**src/rtl/sfx_pkg.sv**
```systemverilog
package sfx_pkg;
    localparam int LEN_W      = 16;
    localparam int DIV_W      = 16;
    localparam int ADR_MAX    = 4;
    localparam int RA_W       = 5;
    localparam int GO_BIT     = 7;
    localparam int FL_BUSY_BIT = 0;

    localparam logic [RA_W-1:0] RA_CTRL   = 5'h00;
    localparam logic [RA_W-1:0] RA_OPC    = 5'h01;
    localparam logic [RA_W-1:0] RA_ADR0   = 5'h02;
    localparam logic [RA_W-1:0] RA_ADR1   = 5'h03;
    localparam logic [RA_W-1:0] RA_ADR2   = 5'h04;
    localparam logic [RA_W-1:0] RA_ADR3   = 5'h05;
    localparam logic [RA_W-1:0] RA_WIDE   = 5'h06;
    localparam logic [RA_W-1:0] RA_LEN_LO = 5'h07;
    localparam logic [RA_W-1:0] RA_LEN_HI = 5'h08;
    localparam logic [RA_W-1:0] RA_DIV_LO = 5'h09;
    localparam logic [RA_W-1:0] RA_DIV_HI = 5'h0A;
    localparam logic [RA_W-1:0] RA_PLIM   = 5'h0B;

    typedef struct packed {
        logic valid;
        logic use_addr;
        logic send;
        logic recv;
        logic poll;
    } shape_t;

    typedef enum logic [1:0] {PH_OP, PH_ADR, PH_DAT} phase_e;
    typedef enum logic [1:0] {ST_IDLE, ST_LOAD, ST_WAIT, ST_GAP} seq_st_e;

    function automatic shape_t decode_shape(input logic [2:0] code);
        shape_t s;
        s = '0;
        s.valid    = (code != 3'd7);
        s.use_addr = (code == 3'd1) || (code == 3'd3) || (code == 3'd5);
        s.send     = (code == 3'd2) || (code == 3'd3);
        s.recv     = (code == 3'd4) || (code == 3'd5);
        s.poll     = (code == 3'd6);
        return s;
    endfunction
endpackage

```
**src/rtl/sfx_regs.sv**
```systemverilog
module sfx_regs
    import sfx_pkg::*;
#(
    parameter int BUF_DEPTH = 8,
    localparam int BUF_AW = $clog2(BUF_DEPTH)
) (
    input  logic                        clk,
    input  logic                        rst,
    input  logic                        host_we,
    input  logic [RA_W-1:0]             host_addr,
    input  logic [7:0]                  host_wdata,
    input  logic [7:0]                  status_byte,
    input  logic                        eng_we,
    input  logic [BUF_AW-1:0]           eng_widx,
    input  logic [7:0]                  eng_wdata,
    input  logic [BUF_AW-1:0]           eng_ridx,
    output logic [7:0]                  host_rdata,
    output logic [7:0]                  eng_rdata,
    output logic [7:0]                  opcode,
    output logic [ADR_MAX-1:0][7:0]     addr_bytes,
    output logic                        wide,
    output logic [LEN_W-1:0]            len,
    output logic [DIV_W-1:0]            div,
    output logic [7:0]                  poll_lim,
    output logic                        start_req,
    output logic [2:0]                  start_code
);
    logic [7:0] mem [BUF_DEPTH];
    logic       in_adr_win;

    assign in_adr_win = (host_addr >= RA_ADR0) && (host_addr <= RA_ADR3);

    always_ff @(posedge clk) begin
        if (rst) begin
            opcode     <= '0;
            addr_bytes <= '0;
            wide       <= 1'b0;
            len        <= '0;
            div        <= '0;
            poll_lim   <= '0;
            for (int i = 0; i < BUF_DEPTH; i++) mem[i] <= '0;
        end else begin
            if (host_we) begin
                if (in_adr_win)
                    addr_bytes[2'(host_addr - RA_ADR0)] <= host_wdata;
                case (host_addr)
                    RA_OPC:    opcode      <= host_wdata;
                    RA_WIDE:   wide        <= host_wdata[0];
                    RA_LEN_LO: len[7:0]    <= host_wdata;
                    RA_LEN_HI: len[15:8]   <= host_wdata;
                    RA_DIV_LO: div[7:0]    <= host_wdata;
                    RA_DIV_HI: div[15:8]   <= host_wdata;
                    RA_PLIM:   poll_lim    <= host_wdata;
                    default: ;
                endcase
            end
            // engine writes win over host writes to the buffer
            if (eng_we)
                mem[eng_widx] <= eng_wdata;
            else if (host_we && host_addr[RA_W-1])
                mem[host_addr[BUF_AW-1:0]] <= host_wdata;
        end
    end

    assign start_req  = host_we && (host_addr == RA_CTRL) && host_wdata[GO_BIT];
    assign start_code = host_wdata[2:0];
    assign eng_rdata  = mem[eng_ridx];

    always_comb begin
        host_rdata = 8'h00;
        if (host_addr[RA_W-1]) begin
            host_rdata = mem[host_addr[BUF_AW-1:0]];
        end else if (in_adr_win) begin
            host_rdata = addr_bytes[2'(host_addr - RA_ADR0)];
        end else begin
            case (host_addr)
                RA_CTRL:   host_rdata = status_byte;
                RA_OPC:    host_rdata = opcode;
                RA_WIDE:   host_rdata = {7'd0, wide};
                RA_LEN_LO: host_rdata = len[7:0];
                RA_LEN_HI: host_rdata = len[15:8];
                RA_DIV_LO: host_rdata = div[7:0];
                RA_DIV_HI: host_rdata = div[15:8];
                RA_PLIM:   host_rdata = poll_lim;
                default:   host_rdata = 8'h00;
            endcase
        end
    end
endmodule

```
**src/rtl/sfx_byte_shifter.sv**
```systemverilog
module sfx_byte_shifter #(
    parameter int DIV_W = 16
) (
    input  logic             clk,
    input  logic             rst,
    input  logic [DIV_W-1:0] div,
    input  logic             go,
    input  logic [7:0]       tx,
    input  logic             miso,
    output logic             sck,
    output logic             mosi,
    output logic             done,
    output logic [7:0]       rx
);
    logic             active;
    logic [DIV_W-1:0] cnt;
    logic [2:0]       nbit;
    logic [7:0]       sh;

    assign mosi = sh[7];

    always_ff @(posedge clk) begin
        if (rst) begin
            active <= 1'b0;
            cnt    <= '0;
            nbit   <= '0;
            sh     <= '0;
            sck    <= 1'b0;
            done   <= 1'b0;
            rx     <= '0;
        end else begin
            done <= 1'b0;
            if (!active) begin
                if (go) begin
                    active <= 1'b1;
                    cnt    <= '0;
                    nbit   <= '0;
                    sh     <= tx;
                    sck    <= 1'b0;
                end
            end else if (cnt == div) begin
                cnt <= '0;
                if (!sck) begin
                    sck <= 1'b1;
                end else begin
                    // falling edge: sample half a period after the rise, launch next bit
                    sck <= 1'b0;
                    sh  <= {sh[6:0], miso};
                    if (nbit == 3'd7) begin
                        active <= 1'b0;
                        done   <= 1'b1;
                        rx     <= {sh[6:0], miso};
                    end else begin
                        nbit <= nbit + 3'd1;
                    end
                end
            end else begin
                cnt <= cnt + 1'b1;
            end
        end
    end
endmodule

```
**src/rtl/sfx_sequencer.sv**
```systemverilog
module sfx_sequencer
    import sfx_pkg::*;
#(
    parameter int BUF_DEPTH = 8,
    localparam int BUF_AW = $clog2(BUF_DEPTH)
) (
    input  logic                    clk,
    input  logic                    rst,
    input  logic                    start_req,
    input  logic [2:0]              start_code,
    input  logic [7:0]              opcode,
    input  logic [ADR_MAX-1:0][7:0] addr_bytes,
    input  logic                    wide,
    input  logic [LEN_W-1:0]        len,
    input  logic [DIV_W-1:0]        div,
    input  logic [7:0]              poll_lim,
    input  logic [7:0]              buf_rdata,
    input  logic                    sh_done,
    input  logic [7:0]              sh_rx,
    output logic                    sh_go,
    output logic [7:0]              sh_tx,
    output logic                    cs_n,
    output logic                    busy,
    output logic                    end_flag,
    output logic                    err_flag,
    output logic [2:0]              code_q,
    output logic [BUF_AW-1:0]       buf_ridx,
    output logic                    buf_we,
    output logic [BUF_AW-1:0]       buf_widx,
    output logic [7:0]              buf_wdata
);
    seq_st_e          st;
    phase_e           ph;
    logic [LEN_W-1:0] idx;
    shape_t           shp;
    shape_t           req_shp;
    logic [7:0]       polls;
    logic [DIV_W:0]   gap_cnt;
    logic [2:0]       nab;
    logic             last_addr;
    logic             data_pending;
    logic             lim_hit;

    assign req_shp      = decode_shape(start_code);
    assign nab          = wide ? 3'd4 : 3'd3;
    assign last_addr    = (idx[2:0] == nab - 3'd1);
    assign data_pending = shp.poll || ((shp.send || shp.recv) && (len != '0));
    assign lim_hit      = ({1'b0, polls} + 9'd1) >=
                          ((poll_lim == 8'd0) ? 9'd1 : {1'b0, poll_lim});

    always_comb begin
        case (ph)
            PH_OP:   sh_tx = opcode;
            PH_ADR:  sh_tx = addr_bytes[2'(nab - 3'd1 - idx[2:0])];
            default: sh_tx = shp.send ? buf_rdata : 8'h00;
        endcase
    end

    assign sh_go     = (st == ST_LOAD);
    assign busy      = (st != ST_IDLE);
    assign buf_ridx  = idx[BUF_AW-1:0];
    assign buf_widx  = idx[BUF_AW-1:0];
    assign buf_wdata = sh_rx;
    assign buf_we    = (st == ST_WAIT) && sh_done && (ph == PH_DAT) && shp.recv;

    always_ff @(posedge clk) begin
        if (rst) begin
            st       <= ST_IDLE;
            ph       <= PH_OP;
            idx      <= '0;
            shp      <= '0;
            polls    <= '0;
            gap_cnt  <= '0;
            cs_n     <= 1'b1;
            end_flag <= 1'b0;
            err_flag <= 1'b0;
            code_q   <= '0;
        end else begin
            case (st)
                ST_IDLE: begin
                    if (start_req && req_shp.valid) begin
                        shp      <= req_shp;
                        code_q   <= start_code;
                        end_flag <= 1'b0;
                        err_flag <= 1'b0;
                        polls    <= '0;
                        cs_n     <= 1'b0;
                        ph       <= PH_OP;
                        idx      <= '0;
                        st       <= ST_LOAD;
                    end
                end
                ST_LOAD: st <= ST_WAIT;
                ST_WAIT: begin
                    if (sh_done) begin
                        case (ph)
                            PH_OP: begin
                                idx <= '0;
                                if (shp.use_addr) begin
                                    ph <= PH_ADR; st <= ST_LOAD;
                                end else if (data_pending) begin
                                    ph <= PH_DAT; st <= ST_LOAD;
                                end else begin
                                    cs_n <= 1'b1; end_flag <= 1'b1; st <= ST_IDLE;
                                end
                            end
                            PH_ADR: begin
                                if (!last_addr) begin
                                    idx <= idx + 1'b1; st <= ST_LOAD;
                                end else if (data_pending) begin
                                    idx <= '0; ph <= PH_DAT; st <= ST_LOAD;
                                end else begin
                                    cs_n <= 1'b1; end_flag <= 1'b1; st <= ST_IDLE;
                                end
                            end
                            default: begin
                                if (shp.poll) begin
                                    if (!sh_rx[FL_BUSY_BIT] || lim_hit) begin
                                        cs_n     <= 1'b1;
                                        end_flag <= 1'b1;
                                        err_flag <= sh_rx[FL_BUSY_BIT];
                                        st       <= ST_IDLE;
                                    end else begin
                                        polls   <= polls + 8'd1;
                                        cs_n    <= 1'b1;
                                        gap_cnt <= '0;
                                        st      <= ST_GAP;
                                    end
                                end else if (idx == len - 1'b1) begin
                                    cs_n <= 1'b1; end_flag <= 1'b1; st <= ST_IDLE;
                                end else begin
                                    idx <= idx + 1'b1; st <= ST_LOAD;
                                end
                            end
                        endcase
                    end
                end
                default: begin
                    if (gap_cnt == {div, 1'b1}) begin
                        cs_n <= 1'b0;
                        ph   <= PH_OP;
                        idx  <= '0;
                        st   <= ST_LOAD;
                    end else begin
                        gap_cnt <= gap_cnt + 1'b1;
                    end
                end
            endcase
        end
    end
endmodule

```
**src/rtl/sfx_engine.sv**
```systemverilog
module sfx_engine
    import sfx_pkg::*;
#(
    parameter int BUF_DEPTH = 8,
    localparam int BUF_AW = $clog2(BUF_DEPTH)
) (
    input  logic            clk,
    input  logic            rst,
    input  logic            reg_we,
    input  logic [RA_W-1:0] reg_addr,
    input  logic [7:0]      reg_wdata,
    output logic [7:0]      reg_rdata,
    output logic            spi_sck,
    output logic            spi_cs_n,
    output logic            spi_mosi,
    input  logic            spi_miso
);
    logic [7:0]              opcode;
    logic [ADR_MAX-1:0][7:0] addr_bytes;
    logic                    wide;
    logic [LEN_W-1:0]        len;
    logic [DIV_W-1:0]        div;
    logic [7:0]              poll_lim;
    logic                    start_req;
    logic [2:0]              start_code;
    logic [7:0]              eng_rdata;
    logic                    eng_we;
    logic [BUF_AW-1:0]       eng_widx;
    logic [BUF_AW-1:0]       eng_ridx;
    logic [7:0]              eng_wdata;
    logic                    sh_go;
    logic                    sh_done;
    logic [7:0]              sh_tx;
    logic [7:0]              sh_rx;
    logic                    seq_busy;
    logic                    seq_end;
    logic                    seq_err;
    logic [2:0]              seq_code;
    logic [7:0]              status_byte;

    assign status_byte = {seq_busy, seq_end, seq_err, 2'b00, seq_code};

    sfx_regs #(.BUF_DEPTH(BUF_DEPTH)) u_regs (
        .clk(clk), .rst(rst),
        .host_we(reg_we), .host_addr(reg_addr), .host_wdata(reg_wdata),
        .status_byte(status_byte),
        .eng_we(eng_we), .eng_widx(eng_widx), .eng_wdata(eng_wdata),
        .eng_ridx(eng_ridx),
        .host_rdata(reg_rdata), .eng_rdata(eng_rdata),
        .opcode(opcode), .addr_bytes(addr_bytes), .wide(wide),
        .len(len), .div(div), .poll_lim(poll_lim),
        .start_req(start_req), .start_code(start_code)
    );

    sfx_sequencer #(.BUF_DEPTH(BUF_DEPTH)) u_seq (
        .clk(clk), .rst(rst),
        .start_req(start_req), .start_code(start_code),
        .opcode(opcode), .addr_bytes(addr_bytes), .wide(wide),
        .len(len), .div(div), .poll_lim(poll_lim),
        .buf_rdata(eng_rdata),
        .sh_done(sh_done), .sh_rx(sh_rx),
        .sh_go(sh_go), .sh_tx(sh_tx),
        .cs_n(spi_cs_n), .busy(seq_busy),
        .end_flag(seq_end), .err_flag(seq_err), .code_q(seq_code),
        .buf_ridx(eng_ridx), .buf_we(eng_we),
        .buf_widx(eng_widx), .buf_wdata(eng_wdata)
    );

    sfx_byte_shifter #(.DIV_W(DIV_W)) u_shift (
        .clk(clk), .rst(rst), .div(div),
        .go(sh_go), .tx(sh_tx), .miso(spi_miso),
        .sck(spi_sck), .mosi(spi_mosi),
        .done(sh_done), .rx(sh_rx)
    );
endmodule

```
**config.mk**
```make
export PLATFORM = sky130hd
export DESIGN_NAME = sfx_engine
export DESIGN_NICKNAME = d
export VERILOG_FILES = /design/src/rtl/sfx_pkg.sv /design/src/rtl/sfx_regs.sv /design/src/rtl/sfx_byte_shifter.sv /design/src/rtl/sfx_sequencer.sv /design/src/rtl/sfx_engine.sv
export SDC_FILE = /design/constraint.sdc
export NUM_CORES = 1
export LEC_CHECK = 0
export ABC_CLOCK_PERIOD_IN_PS = 3550
export BUFFER_PORTS_ARGS = -buffer_cell sky130_fd_sc_hd__clkbuf_2
export CAP_MARGIN = 20
export CORE_UTILIZATION = 35
export CTS_BUF_LIST = sky130_fd_sc_hd__clkbuf_4
export DETAILED_ROUTE_END_ITERATION = 12
export PLACE_DENSITY = 0.5
export SLEW_MARGIN = 0
export SYNTH_ARGS = -nofsm -noshare
export SYNTH_HDL_FRONTEND = slang
export SYNTH_SLANG_ARGS = --single-unit
```
**constraint.sdc**
```tcl
create_clock -name clk -period 3.55 [get_ports clk]
set_input_delay 0.1775 -clock clk [delete_from_list [all_inputs] [get_ports clk]]
set_output_delay 0.1775 -clock clk [all_outputs]
set_load 0.03 [all_outputs]
```
==> results.md, run 1 <==
- Status: finished, final reports clean
- Routed Antenna Nets: 0
- Post-synthesis instance area: around 13000 um^2
- Final Cell Area: 14940 um^2
- Min Tclk post-route: 3302 ps
- Routed vias: 11020
- Drt initial violations: roughly 840
- Area Overhead vs Synth: 12.72%
- Final setup viols: 0
- Delay-heaviest family, CP: simple AND/OR/NAND/NOR gates
- Antenna violations before repair: 3
- Syn Nets: 1434
- Max Clock Skew: 41.31 ps
- Sw power: 0.001657 W
- Die footprint: 38640 um^2
- Leakage: 5.613 nW
- Total power per unit cell area: approximately 410 nW/um^2
- Global-route wire length before repair: 64090 um
- Final worst setup slack: 247.7 ps
- Ys Warns: 0
- Clk pin slew, worst setup/hold paths: roughly 60 ps
- Drt drc: 0
- Filler cells: around 3800
- Die Ht: 196.6 um
- Syn Inst Count: 1398
- Overflow after GRT: 0
- Final Hold Fails: 0
- CP most frequent cell: ha_1
- RSZ-0062 raised after global routing: false
- Critical Path Max Stage Delay: about 400 ps
- 1st-pass router iterations: 5
- FFs w/ async S/R, synth: 0%
- H-tree level count: 3
- # Max-Cap Violations: 0
- CTS buffer count: 71
- Flop pwr share: between 40% and 50%
- Setup total negative slack: 0 ps
- Post-synth EDFFs: 64
- Hold path startpoint: rst
- Critical Path RT: 4190 ps
- Reg-to-reg slack, setup: 250 ps
- Pre-CTS setup slack: 117.6 ps
- R2R Path Start: u_seq.polls[0]$_SDFFE_PP0P_
- Final Core Density: 40.41%
- CP Data Arrival Time: 3950 ps
- CP max stage cell: dfxtp_1
- Crit-path cells: ha_1, nand3_1, nor2_2, xor2_1, ha_1, and3_1, a22o_1, a311oi_2, o211a_1, o21ai_1, or2_4, or3_1, a21oi_1
- Initial Utilization: between 30 and 40%
- Worst-margin pin slew: 1066 ps
- Startpoint Class: flip-flop
- Bufs and invs on worst path: 0
- CTS Root Cell: clkbuf_4
- CTS Sinks: 241
- CTS tree: yes
- Fmax achieved: approximately 300 MHz
- Hold WS: 78.69 ps
- VDD IR max: 0.2403 mV
- Nets@finish: between 1000 and 1500
- Sw Ratio: between 20 and 30%
- Ys flop type: dfxtp_1
- Fraction of layout cells with a size suffix above 1: 18.27%
- Hpwl dp: ~28000 um
- I/O pin total: 28
- Power share of the clock group: roughly 43%
- Post-synthesis cell type count: 82
- Crit path from: u_seq.polls[0]$_SDFFE_PP0P_
- Core area: between 30000 and 40000 um^2
- Vias per Instance: approximately 5.5
- Seq. cell area: 5465 um^2
- Kind of end point of the critical path: flip-flop
- FF+latch count, synth: 241
- Final WL: 40710 um
- Syn Area/Cell: 9.478 um^2
- Routed len/inst: slightly above 20 um
- Buffers on Ports: 27
- Sequential area share after synthesis: 41.25%
- Multi-input gate area: 7269 um^2
- Final period utilization: 93.02%
- Critical path class: flip-flop to flip-flop
- Slew Viols, Final: 0
- Largest fanout on the critical path: 13
- Clock Path Buffers: 3
- Hold Path Class: input pin to flip-flop
- Pint: 0.004470 W
- Clock Latency Late Sink: 730 ps
- Vias in the first global route: between 10000 and 15000
- Rows: 70
- GPL Wtd Cong: 0.8896
- Largest net degree at the start of global routing: 95
- Gr usage total: between 20% and 30%
- Comb power frac: a little under a tenth
- Slew headroom: 28.93%
- DIE WIDTH: 196.6 um
- Placed cell areas: 13930 um^2
## stage by stage
stage / std cells / total power, W
after global routing: 2011 / 0.006436
after global placement: 1878 / 0.003558
after CTS: 2009 / 0.006220
final: 2011 / 0.006127
after detailed placement: 1878 / 0.003564
after floorplan: 1398 / 0.003360
## power groups by stage
stage | logic [W] | clock network [W] | registers, W
2_1_floorplan | 0.000379 | 0 | 0.00298
3_3_place_gp | 0.000565 | 0 | 0.00299
3_5_place_dp | 0.000569 | 0 | 0.00300
4_1_cts | 0.000581 | 0.00270 | 0.00294
5_1_grt | 0.000628 | 0.00286 | 0.00294
6_report | 0.000582 | 0.00261 | 0.00294
## flip-flops by register name (all words and copies together), names as in the netlist, 16 cells and up, named ones only
name and flops:
u_regs.div 16, u_regs.addr_bytes 32, u_seq.idx 16, u_regs.mem 64, u_shift.cnt 16, u_seq.gap_cnt 17
u_regs.len 16
## synthesized netlist by cell type, types with 6 or more instances
master | count | area (um^2)
o21ai_1 | 6 | 30.03
nand2b_1 | 9 | 56.30
nor2_1 | 200 | 750.7
a22oi_1 | 23 | 172.7
edfxtp_1 | 64 | 1922
buf_1 | 10 | 37.54
nand3_1 | 55 | 275.3
o211ai_1 | 10 | 75.07
clkbuf_1 | 73 | 274.0
mux2i_1 | 103 | 1031
xor2_1 | 13 | 113.9
a211oi_1 | 6 | 45.04
a221oi_1 | 8 | 70.07
o22ai_1 | 9 | 56.30
nor3b_1 | 8 | 60.06
nand3b_1 | 9 | 67.56
mux2_2 | 11 | 123.9
nand2_1 | 115 | 431.7
and3_1 | 22 | 137.6
a31oi_1 | 10 | 62.56
nor2b_1 | 9 | 56.30
nor4_1 | 11 | 68.82
nand4_1 | 20 | 125.1
nor3_1 | 20 | 100.1
mux4_2 | 49 | 1104
dfxtp_1 | 177 | 3543
ha_1 | 19 | 237.7
inv_1 | 21 | 78.83
xnor2_1 | 53 | 464.2
a21oi_1 | 86 | 430.4
buf_2 | 6 | 30.03
o21ai_0 | 47 | 235.2
o31ai_1 | 10 | 75.07
or3_1 | 17 | 106.4
## cell usage in the layout (no fill, tap or decap), types with 5 or more instances in the layout
cell and count:
a211oi_1 6, a21o_1 5, a21oi_1 86, a221oi_1 8
a22oi_1 23, a31oi_1 10, and2_1 5, and3_1 22
buf_4 48, clkbuf_2 26, clkbuf_4 103, clkinv_1 12
dfxtp_1 177, dlygate4sd3_1 13, edfxtp_1 64, ha_1 19
inv_1 21, mux2_2 11, mux2i_1 103, mux4_2 49
nand2_1 115, nand2b_1 9, nand3_1 55, nand3b_1 9
nand4_1 20, nor2_1 199, nor2b_1 9, nor3_1 20
nor3b_1 8, nor4_1 11, o211ai_1 10, o21ai_0 47
o21ai_1 6, o22ai_1 9, o31ai_1 10, or3_1 17
xnor2_1 53, xor2_1 13
## final cells by class
class,instances,share of cell area [%]
inverter,23,0.5780
clock inverter,15,0.5697
antenna,2,0.03351
multi-input combinational,1036,48.67
timing repair buffer,87,4.155
tap,504,4.222
sequential,241,36.59
clock buffer,103,5.177
## cell families after synthesis
group,after synthesis,share of synthesized area [%]
fa+ha+maj,19,1.794
xor+xnor,66,4.363
flops,241,41.25
buf+inv,121,3.976
simple gates,529,19.03
mux,163,17.04
compound gates,259,12.55
## worst paths after layout
kind | cells past startpoint | to
setup / recovery | 13 | u_seq.gap_cnt[15]$_SDFFE_PP0P_
hold / removal | 3 | u_regs.len[10]$_SDFFE_PP0P_
setup reg to reg | 13 | u_seq.gap_cnt[15]$_SDFFE_PP0P_
hold reg to reg | 2 | u_regs.wide$_SDFFE_PP0P_
## tightest hold or removal path, delay by kind of cell
family	cells	cell delay [ps]
buffers and inverters	2	430
and+or+nand+nor	1	150
## repair_timing
item / in CTS / in global routing
hold endpoints to repair: 83 / 0
setup buffers: 0 / 0
hold buffers: 13 / 0
gates resized for setup: 0 / 3
setup endpoints to repair: 0 / 10
## routing by layer
| layer | part of all wire, % | vias up | track usage (%) | wire [um] |
|---|---|---|---|---|
| met4 | 1.9 | 0 | 7.206 | 777 |
| met5 | 0 | - | 0 | 0 |
| met2 | 44 | 326 | 33.54 | 18050 |
| met1 | 48 | 5374 | 29.99 | 19350 |
| li1 | - | 5262 | - | - |
| met3 | 6.2 | 55 | 4.295 | 2537 |
No activity file was read; power rests on OpenSTA's default activity.
==> run 2: changes to the inputs <==
- CORE_UTILIZATION: 35 -> 65
- GPL_TIMING_DRIVEN: not set -> 0
- PLACE_DENSITY: 0.5 -> 0.82
==> run 2 against run 1 <==
  * Register-to-register slack lost 110 ps
  * Via count grew 7.5%
  * Non-clock buffer count grew 42
  * Critical path depth shrank 2
  * Cell area shrank 1.7%
  * Worst setup slack lost 110 ps
  * First-iteration DRC count grew 92%
  * Global-route usage grew 17 points
  * Largest cell class unchanged
==> results.md, run 2 (same netlist as run 1, synthesis figures left out) <==
- CTS Root Cell: clkbuf_4
- Nets@finish: 1533 (+2.5%)
- Global-route wire length before repair: 59990 um (-6.4%)
- Largest fanout on the critical path: 10 (-3)
- Max Clock Skew: 69.13 ps (+27.82 ps)
- Status: finished, final reports clean
- DIE WIDTH: 144.8 um (-26%)
- GR Util met1: 51.65% (+22 points)
- # Max-Cap Violations: 0 (unchanged)
- Design Power: 0.006060 W (-1.1%)
- Clock Latency Late Sink: 700 ps (-30 ps)
- Final setup viols: 0 (unchanged)
- Clock Path Buffers: 3 (unchanged)
- Final Hold Fails: 0 (unchanged)
- CTS Sinks: 241 (unchanged)
- H-tree level count: 3 (unchanged)
- Met3 GRT Util: 10.63% (+6.3 points)
- Leakage: 5.530 nW (-1.5%)
- Drt initial violations: 1621 (+92%)
- Initial Utilization: 67.20% (+31 points)
- Area Overhead vs Synth: 10.81%
- Startpoint Class: flip-flop
- Worst-margin pin slew: 949.6 ps (-116.5 ps)
- Core area: 19720 um^2 (-47%)
- Routed len/inst: 21.80 um (+7.7%)
- Routed Antenna Nets: 0 (unchanged)
- VDD IR max: 0.3941 mV (+64%)
- I/O pin total: 28 (unchanged)
- Antenna violations before repair: 1 (-2)
- Slew Viols, Final: 0 (unchanged)
- Buffers on Ports: 24 (-11%)
- Bufs and invs on worst path: 3 (+3)
- Final Core Density: 74.47% (+34 points)
- Vias per Instance: 6.546 (+19%)
- Die footprint: 20960 um^2 (-46%)
- CP Data Arrival Time: 3780 ps (-170 ps)
- Largest net degree at the start of global routing: 14 (-85%)
- Hold WS: 20.09 ps (-58.60 ps)
- Hold Path Class: input pin to flip-flop
- Overflow after GRT: 0 (unchanged)
- Slew headroom: 36.69% (+7.8 points)
- Kind of end point of the critical path: flip-flop
- CTS buffer count: 66 (-7.0%)
- Critical path class: flip-flop to flip-flop
- Critical Path Max Stage Delay: 390 ps (about the same)
- Drt drc: 0 (unchanged)
- Rows: 51 (-27%)
- Final WL: 39430 um (-3.1%)
- Crit-path cells: inv_1, ha_1, nand2_1, or3_1, and4_1, clkbuf_1, clkbuf_2, nand3b_1, o21ai_0, nand2_2, nand2_2
- Clk pin slew, worst setup/hold paths: 70 ps (about the same)
- Most common cell after layout, fill and taps aside: nor2_1
- Fmax achieved: 292.8 MHz (-3.3%)
- Delay-heaviest family, CP: simple AND/OR/NAND/NOR gates
- Commonest cells after routing, fill and taps aside: 199 x nor2_1, 177 x dfxtp_1, 106 x nand2_1, 103 x mux2i_1, 98 x clkbuf_4
- Max reg flops: 64 (unchanged)
- Total power per unit cell area: 412.7 nW/um^2 (+0.61%)
- Final period utilization: 96.21% (+3.2 points)
- Vias in the first global route: 10970 (+0.23%)
- Pre-CTS setup slack: -328.1 ps (-445.7 ps)
- Met2 GRT Util: 58.60% (+25 points)
- 1st-pass router iterations: 7 (+2)
- Reg with most FFs: u_regs.mem
- Biggest regs: u_regs.mem (64), u_regs.addr_bytes (32), u_seq.gap_cnt (17)
- Min Tclk post-route: 3415 ps (+113.2 ps)
- Hpwl dp: 28290 um (about the same)
- GPL Wtd Cong: 1.038 (+17%)
- Fraction of layout cells with a size suffix above 1: 16.47% (-1.8 points)
- Final worst setup slack: 134.5 ps (-113.2 ps)
- CTS tree: yes
- CP max stage cell: clkbuf_2
- Die Ht: 144.8 um (-26%)
- Routed vias: 11840 (+7.5%)
- Setup total negative slack: 0 ps (unchanged)
- Gr usage total: 38.75% (+17 points)
- CP most frequent cell: nand2_2
- Filler cells: 1430 (-63%)
- Critical Path RT: 3910 ps (-280 ps)
- Most Crowded Layer GR: met2
run 2: tightest hold or removal path, cell delays in order:
cell and delay, ps:
clkbuf_2 80, mux2i_1 200, nor2_1 140
run 2: final timing paths:
path,to,depth (start not counted),start,slack [ps]
hold / removal,u_regs.mem[5][3]$_SDFFCE_PN0P_,3,reg_wdata[3],20
hold reg to reg,u_regs.wide$_SDFFE_PP0P_,2,u_regs.wide$_SDFFE_PP0P_,470
setup reg to reg,u_regs.mem[3][3]$_SDFFCE_PN0P_,11,u_seq.st[0]$_SDFFE_PP0P_,130
setup / recovery,u_regs.mem[3][3]$_SDFFCE_PN0P_,11,u_seq.st[0]$_SDFFE_PP0P_,130
run 2: area by class of cell:
cell class	instances	area (um^2)	share of cell area, %
Sequential cell	241	5465	37.22
Inverter	23	86.33	0.5880
Buffer	95	432.9	2.948
Antenna cell	2	5.005	0.03409
Clock inverter	16	98.84	0.6732
Multi-Input combinational cell	1036	7325	49.89
Tap cell	265	331.6	2.258
Timing Repair Buffer	34	210.2	1.432
Clock buffer	97	728.2	4.960
run 2: report_power, final:
part / internal [W] / total, W / switching, W / leakage, nW
logic: 0.000189 / 0.000589 / 0.000400 / 2.95
registers: 0.00288 / 0.00293 / 0.0000501 / 2.09
clock network: 0.00133 / 0.00254 / 0.00121 / 0.492
run 2: repair_timing:
item	4_1_cts	5_1_grt
endpoints found under the setup margin	46	93
pin swaps	2	2
hold buffers	6	0
resized for setup	8	15
buffers inserted	3	1
hold endpoints to repair	9	0
gates cloned	0	0
run 2: through the flow:
step | cells | cell area, um^2
2_1_floorplan | 1398 | 13250
3_5_place_dp | 1687 | 13700
4_1_cts | 1808 | 14630
3_3_place_gp | 1687 | 13700
5_1_grt | 1809 | 14680
6_report | 1809 | 14680
run 2: metal layers:
layer / vias up / part of all wire (%)
met5: - / 0
met4: 0 / 3.8
met3: 126 / 12
met2: 743 / 45
met1: 5612 / 40
li1: 5360 / -
